--- config.mk ---
export PLATFORM = sky130hd
export DESIGN_NAME = seg_row_driver
export DESIGN_NICKNAME = d
export VERILOG_FILES = /design/src/rtl/seg_pkg.sv /design/src/rtl/seg_fall_det.sv /design/src/rtl/seg_fill_ctrl.sv /design/src/rtl/seg_row_latch.sv /design/src/rtl/seg_level_map.sv /design/src/rtl/seg_row_driver.sv
export SDC_FILE = /design/constraint.sdc
export NUM_CORES = 1
export LEC_CHECK = 0
export ABC_AREA = 1
export BUFFER_PORTS_ARGS = -buffer_cell sky130_fd_sc_hd__buf_2
export CAP_MARGIN = 20
export CORE_UTILIZATION = 30
export CTS_CLUSTER_SIZE = 24
export DETAILED_ROUTE_END_ITERATION = 12
export PLACE_DENSITY_LB_ADDON = 0.05
export SYNTH_ARGS = -nofsm -noshare
export SYNTH_HDL_FRONTEND = slang
export SYNTH_HIERARCHICAL = 1
export SYNTH_SLANG_ARGS = --single-unit
--- constraint.sdc ---
create_clock -name clk -period 16.13 [get_ports clk]
set_input_delay 3.226 -clock clk [delete_from_list [all_inputs] [get_ports clk]]
set_output_delay 3.226 -clock clk [all_outputs]
set_load 0.05 [all_outputs]
--- src/rtl/seg_pkg.sv ---
package seg_pkg;

    localparam int WIDE_W   = 8;
    localparam int NARROW_W = 4;

    typedef enum logic [1:0] {
        LVL_SEL_TOP = 2'd0,
        LVL_UNS_HI  = 2'd1,
        LVL_UNS_LO  = 2'd2,
        LVL_SEL_BOT = 2'd3
    } lvl_e;

    typedef struct packed {
        logic fall_data;
        logic fall_load;
    } strobe_t;

    function automatic lvl_e pick_level(input logic on, input logic m, input logic d);
        lvl_e r;
        if (!on)
            r = LVL_SEL_BOT;
        else if (m)
            r = d ? LVL_SEL_TOP : LVL_UNS_HI;
        else
            r = d ? LVL_SEL_BOT : LVL_UNS_LO;
        return r;
    endfunction

endpackage

--- src/rtl/seg_fall_det.sv ---
module seg_fall_det #(
    parameter int N = 2
) (
    input  logic         clk,
    input  logic         rst,
    input  logic [N-1:0] sig,
    output logic [N-1:0] fall
);
    logic [N-1:0] sig_q;

    always_ff @(posedge clk) begin
        if (rst)
            sig_q <= '0;
        else
            sig_q <= sig;
    end

    assign fall = sig_q & ~sig;
endmodule

--- src/rtl/seg_fill_ctrl.sv ---
module seg_fill_ctrl
    import seg_pkg::*;
#(
    parameter int NCOL = 240,
    parameter int PW   = $clog2(NCOL + WIDE_W)
) (
    input  logic          clk,
    input  logic          rst,
    input  logic          dfall,
    input  logic          lfall,
    input  logic          en_n_in,
    input  logic          bus8,
    output logic [PW-1:0] ptr,
    output logic          wr,
    output logic          full,
    output logic          eout_n
);
    logic [PW-1:0] step;
    logic [PW-1:0] ptr_nxt;

    assign step    = bus8 ? PW'(WIDE_W) : PW'(NARROW_W);
    assign ptr_nxt = ptr + step;
    assign wr      = dfall && !lfall && !en_n_in && !full;

    always_ff @(posedge clk) begin
        if (rst || lfall) begin
            ptr    <= '0;
            full   <= 1'b0;
            eout_n <= 1'b1;
        end else if (wr) begin
            ptr <= ptr_nxt;
            if (ptr_nxt >= PW'(NCOL)) begin
                full   <= 1'b1;
                eout_n <= 1'b0;
            end
        end
    end
endmodule

--- src/rtl/seg_row_latch.sv ---
module seg_row_latch #(
    parameter int NCOL = 240,
    parameter int PW   = 8
) (
    input  logic            clk,
    input  logic            rst,
    input  logic            wr,
    input  logic            lfall,
    input  logic            dir,
    input  logic            bus8,
    input  logic [PW-1:0]   ptr,
    input  logic [7:0]      din,
    output logic [NCOL-1:0] l2
);
    logic [NCOL-1:0] l1;
    logic [NCOL-1:0] l1_nxt;

    for (genvar c = 0; c < NCOL; c++) begin : g_col
        localparam logic [PW-1:0] POS_UP = PW'(c);
        localparam logic [PW-1:0] POS_DN = PW'(NCOL - 1 - c);
        logic [PW-1:0] pos;
        logic [PW-1:0] off;
        logic          hit;
        logic [2:0]    sel;

        assign pos = dir ? POS_DN : POS_UP;
        assign off = pos - ptr;
        assign hit = wr && (pos >= ptr) && (off < (bus8 ? PW'(8) : PW'(4)));
        assign sel = (bus8 ? 3'd7 : 3'd3) - off[2:0];
        assign l1_nxt[c] = hit ? din[sel] : l1[c];
    end

    always_ff @(posedge clk) begin
        if (rst) begin
            l1 <= '0;
            l2 <= '0;
        end else begin
            l1 <= l1_nxt;
            if (lfall)
                l2 <= l1;
        end
    end
endmodule

--- src/rtl/seg_level_map.sv ---
module seg_level_map
    import seg_pkg::*;
#(
    parameter int NCOL = 240
) (
    input  logic              disp_on,
    input  logic              m_alt,
    input  logic [NCOL-1:0]   l2,
    output logic [2*NCOL-1:0] lvl
);
    for (genvar c = 0; c < NCOL; c++) begin : g_map
        lvl_e code;
        assign code = pick_level(disp_on, m_alt, l2[c]);
        assign lvl[2*c +: 2] = code;
    end
endmodule

--- src/rtl/seg_row_driver.sv ---
module seg_row_driver
    import seg_pkg::*;
#(
    parameter int NCOL = 240,
    localparam int PW  = $clog2(NCOL + WIDE_W)
) (
    input  logic              clk,
    input  logic              rst,
    input  logic              bus8,
    input  logic              dir,
    input  logic              dclk,
    input  logic              ld,
    input  logic [7:0]        din,
    input  logic              m_alt,
    input  logic              disp_on,
    input  logic              eio_a_in,
    input  logic              eio_b_in,
    output logic              eio_a_out,
    output logic              eio_b_out,
    output logic              eio_a_oe,
    output logic              eio_b_oe,
    output logic [2*NCOL-1:0] lvl
);
    strobe_t         stb;
    logic [1:0]      falls;
    logic            dfall;
    logic            lfall;
    logic            en_n_in;
    logic [PW-1:0]   ptr;
    logic            wr;
    logic            full;
    logic            eout_n;
    logic [NCOL-1:0] l2;

    seg_fall_det #(.N(2)) u_edges (
        .clk  (clk),
        .rst  (rst),
        .sig  ({dclk, ld}),
        .fall (falls)
    );

    assign stb     = strobe_t'(falls);
    assign dfall   = stb.fall_data;
    assign lfall   = stb.fall_load;
    assign en_n_in = dir ? eio_b_in : eio_a_in;

    seg_fill_ctrl #(.NCOL(NCOL), .PW(PW)) u_ctrl (
        .clk     (clk),
        .rst     (rst),
        .dfall   (dfall),
        .lfall   (lfall),
        .en_n_in (en_n_in),
        .bus8    (bus8),
        .ptr     (ptr),
        .wr      (wr),
        .full    (full),
        .eout_n  (eout_n)
    );

    seg_row_latch #(.NCOL(NCOL), .PW(PW)) u_latch (
        .clk   (clk),
        .rst   (rst),
        .wr    (wr),
        .lfall (lfall),
        .dir   (dir),
        .bus8  (bus8),
        .ptr   (ptr),
        .din   (din),
        .l2    (l2)
    );

    seg_level_map #(.NCOL(NCOL)) u_map (
        .disp_on (disp_on),
        .m_alt   (m_alt),
        .l2      (l2),
        .lvl     (lvl)
    );

    assign eio_a_oe  = dir;
    assign eio_b_oe  = ~dir;
    assign eio_a_out = eout_n;
    assign eio_b_out = eout_n;
endmodule

==> results.yml <==
run_status:
  status: "finished clean"
synthesis:
  synth.area.top_cells: "dfxtp_1, nand2_1, nand3_1"
  seq_area_frac_synth: 0.256
  yosysTopAreaCell: "dfxtp_1"
  async_reset_ff_frac: 0
  synth_commonest_cells: "nand2_1, nor2_1, nand3_1, inv_1, dfxtp_1"
  synth_top_area_share: 0.256
  synth_edf_count: 0
  yosysUniqueCellTypes: 36
  ys.flop_type: "dfxtp_1"
  synth.most_common_cell: "nand2_1"
  syn_avg_cell_area_um2: 5.52
  synth_area_um2: 38300
  synth_cells: 6938
  ys_ff_latch: 490
  synth_warnings: 6
critical_path:
  worstReg2RegStart: "u_ctrl/ptr[2]$_SDFFE_PP0P_"
  path_max_fanout: 98
  endpoint_kind: "output pin"
  cp_num_buf_inv: 5
  worstPathRequired_ns: 12.90
  r2r-end: "u_latch/l1[51]$_SDFFE_PP0P_"
  r2r_slack_ns: 10.75
  cp_slowest_cell: "buf_4"
  critPathMaxStageDelay_ns: 0.83
  crit_top_cell: "buf_4"
  crit_family: "buffers and inverters"
  criticalPathCategory: "primary input to output pin"
  crit_chain: "buf_6, inv_6, buf_4, buf_4, nand2_1, nand3_1, buf_2"
  cp.arrival_ns: 6.13
  worst-r2r-cell-count: 16
  cp-start-kind: "primary input"
clock_network:
  cts_buffers: 60
  clk_pin_slew_ns: 0.06
  clkLatencyLatePin_ns: 0.68
  cts-root-buf: "clkbuf_16"
  holdBufCountCts: 0
  cts_sinks: 490
  htree_levels: 2
  clock_path_buffers: 3
  tritoncts: "yes"
  post_cts_buffers: 0
  ctsResizeCount: 0
floorplanning:
  coreArea_um2: 126000
  dieHeight_um: 359
  io_pins: 502
  die_area_um2: 129000
  die_w_um: 359
  core.rowCount: 130
  initial_core_util: 0.304
timing:
  finalClockSkew_ns: 0.0273
  drv_slew: 0
  hold_viol: 0
  slew_headroom: 0.120
  worst_slew_pin_slew_ns: 1.32
  fmax_ghz: 0.107
  layout_setup_ws_ns: 6.77
  holdWs_ns: 0.453
  period_minus_slack_ns: 9.36
  finalSetupTns_ns: 0
  period_share: 0.580
  rsz0062_at_grt: "false"
  setup_viol: 0
placement:
  pre_cts_ws_ns: 6.77
  globalplace.congestion: 0.975
  dp_hpwl_um: 148000
  portBuffers: 501
  dpl_cell_area_um2: 40000
grt:
  grt_max_degree: 212
  grt_overflow: 0
  grt_first_pass_wirelength_um: 286000
  grt_usage: 0.302
  antenna_found_initial: 7
  first_global_vias: 39900
run:
  maxCapViolations: 0
drt:
  detail_route.first_pass.iterations: 6
  drtIter0Drc: 4627
  finalWirelength_um: 202000
  post_drt_wl_per_cell_um: 23.4
  via_per_inst: 5.13
  drc: 0
  ant_nets: 0
  vias: 44400
power:
  power_density_nw_per_um2: 96.1
  ir_worst_vdd_v: 0.0000808
  p_leak_uw: 0.0193
final_layout:
  post-route-util: 0.334
  final_cell_area_um2: 42200
  layout-drive-gt1-share: 0.110
  nets: 7019
  area_growth_pct: 10.1
  nFillCells: 14300
hold_path:
  min_path_cells: 2
  min_to: "u_latch/l2[30]$_SDFFE_PP0P_"
  hold_start: "u_latch/l1[30]$_SDFFE_PP0P_"
  hold_class: "flip-flop to flip-flop"
metal layers:
layer / global-route usage / share of wire / up-vias
met5: 0 / 0.00013 / -
met3: 0.0461 / 0.066 / 407
met4: 0.172 / 0.066 / 4
li1: - / - / 21700
met2: 0.517 / 0.47 / 1727
met1: 0.359 / 0.40 / 20500
how the worst max path moves through the flow:
stage	cells after the start	start	endpoint	slack, ns
2_1_floorplan	5	disp_on	lvl[101]	4.43
3_3_place_gp	7	m_alt	lvl[236]	6.76
3_5_place_dp	7	m_alt	lvl[236]	6.77
4_1_cts	7	m_alt	lvl[236]	6.75
5_1_grt	7	m_alt	lvl[178]	6.45
6_report	7	m_alt	lvl[102]	6.77
through the flow:
step / instances / power (uW)
floorplan: 6939 / 2200
global placement: 8530 / 2590
detailed placement: 8533 / 2590
CTS: 8642 / 4050
global route: 8646 / 4210
finish: 8650 / 4050
worst register-to-register path: cells and delay by family (launching register included):
family	cells	cell delay, ns
AOI/OAI and AO/OA	2	1.15
adders and majority gates	2	1.01
buffers and inverters	3	0.70
DFF	1	0.37
and+or+nand+nor	9	2.08
final cells by class:
type                    count  area (um2)  area share
inverters                 527        2000      0.0474
diodes                      4        10.0    0.000237
well taps                1650        2060      0.0490
clock inverters            26         367     0.00869
multi-input cells        5279       22900       0.543
flip-flops and latches    490        9810       0.233
repair buffers            591        3300      0.0783
clock buffers              83        1700      0.0403
registers in the layout, summed over array words and instances, names as in the netlist:
signal	cells
u_ctrl/eout_n	1
u_latch/l1	240
u_latch/l2	240
u_edges/sig_q	2
u_ctrl/ptr	6
u_ctrl/full	1
power by group:
part | switching [uW] | leakage [uW] | internal, uW | total, uW
clock network | 599 | 0.00101 | 848 | 1450
logic | 1070 | 0.0143 | 259 | 1330
registers | 34.9 | 0.00398 | 1240 | 1280
cell families (layout without fill, tap and decap cells):
| group | Yosys count | in the layout | share of synthesized area |
|---|---|---|---|
| AND/OR/NAND/NOR | 4492 | 4492 | 0.479 |
| adder cells (fa/ha/maj) | 52 | 52 | 0.0180 |
| AO/OA/AOI/OAI | 718 | 718 | 0.0949 |
| buffers and inverters | 1170 | 1227 | 0.148 |
| flip-flops | 490 | 490 | 0.256 |
| other | 1 | 6 | 0.0000980 |
| XOR/XNOR | 15 | 15 | 0.00343 |
cells in the final DEF, fill, tap and decap left out, types with 4 or more instances in the layout:
| cell type | count |
|---|---|
| fa_1 | 5 |
| nand3_1 | 888 |
| clkbuf_1 | 13 |
| nor3_1 | 7 |
| xor2_1 | 14 |
| nand2_2 | 11 |
| buf_6 | 4 |
| nor2_1 | 1102 |
| clkbuf_16 | 61 |
| nand4_1 | 95 |
| a21oi_1 | 396 |
| nand2_1 | 2338 |
| diode_2 | 4 |
| inv_2 | 10 |
| bufinv_16 | 7 |
| inv_1 | 505 |
| buf_4 | 81 |
| clkbuf_8 | 9 |
| o21ai_0 | 300 |
| and2_1 | 14 |
| a21oi_2 | 12 |
| clkinv_1 | 8 |
| buf_2 | 499 |
| nor2_2 | 27 |
| dfxtp_1 | 490 |
| clkinv_2 | 10 |
| ha_1 | 44 |
Power figures use the tool's default switching activity.
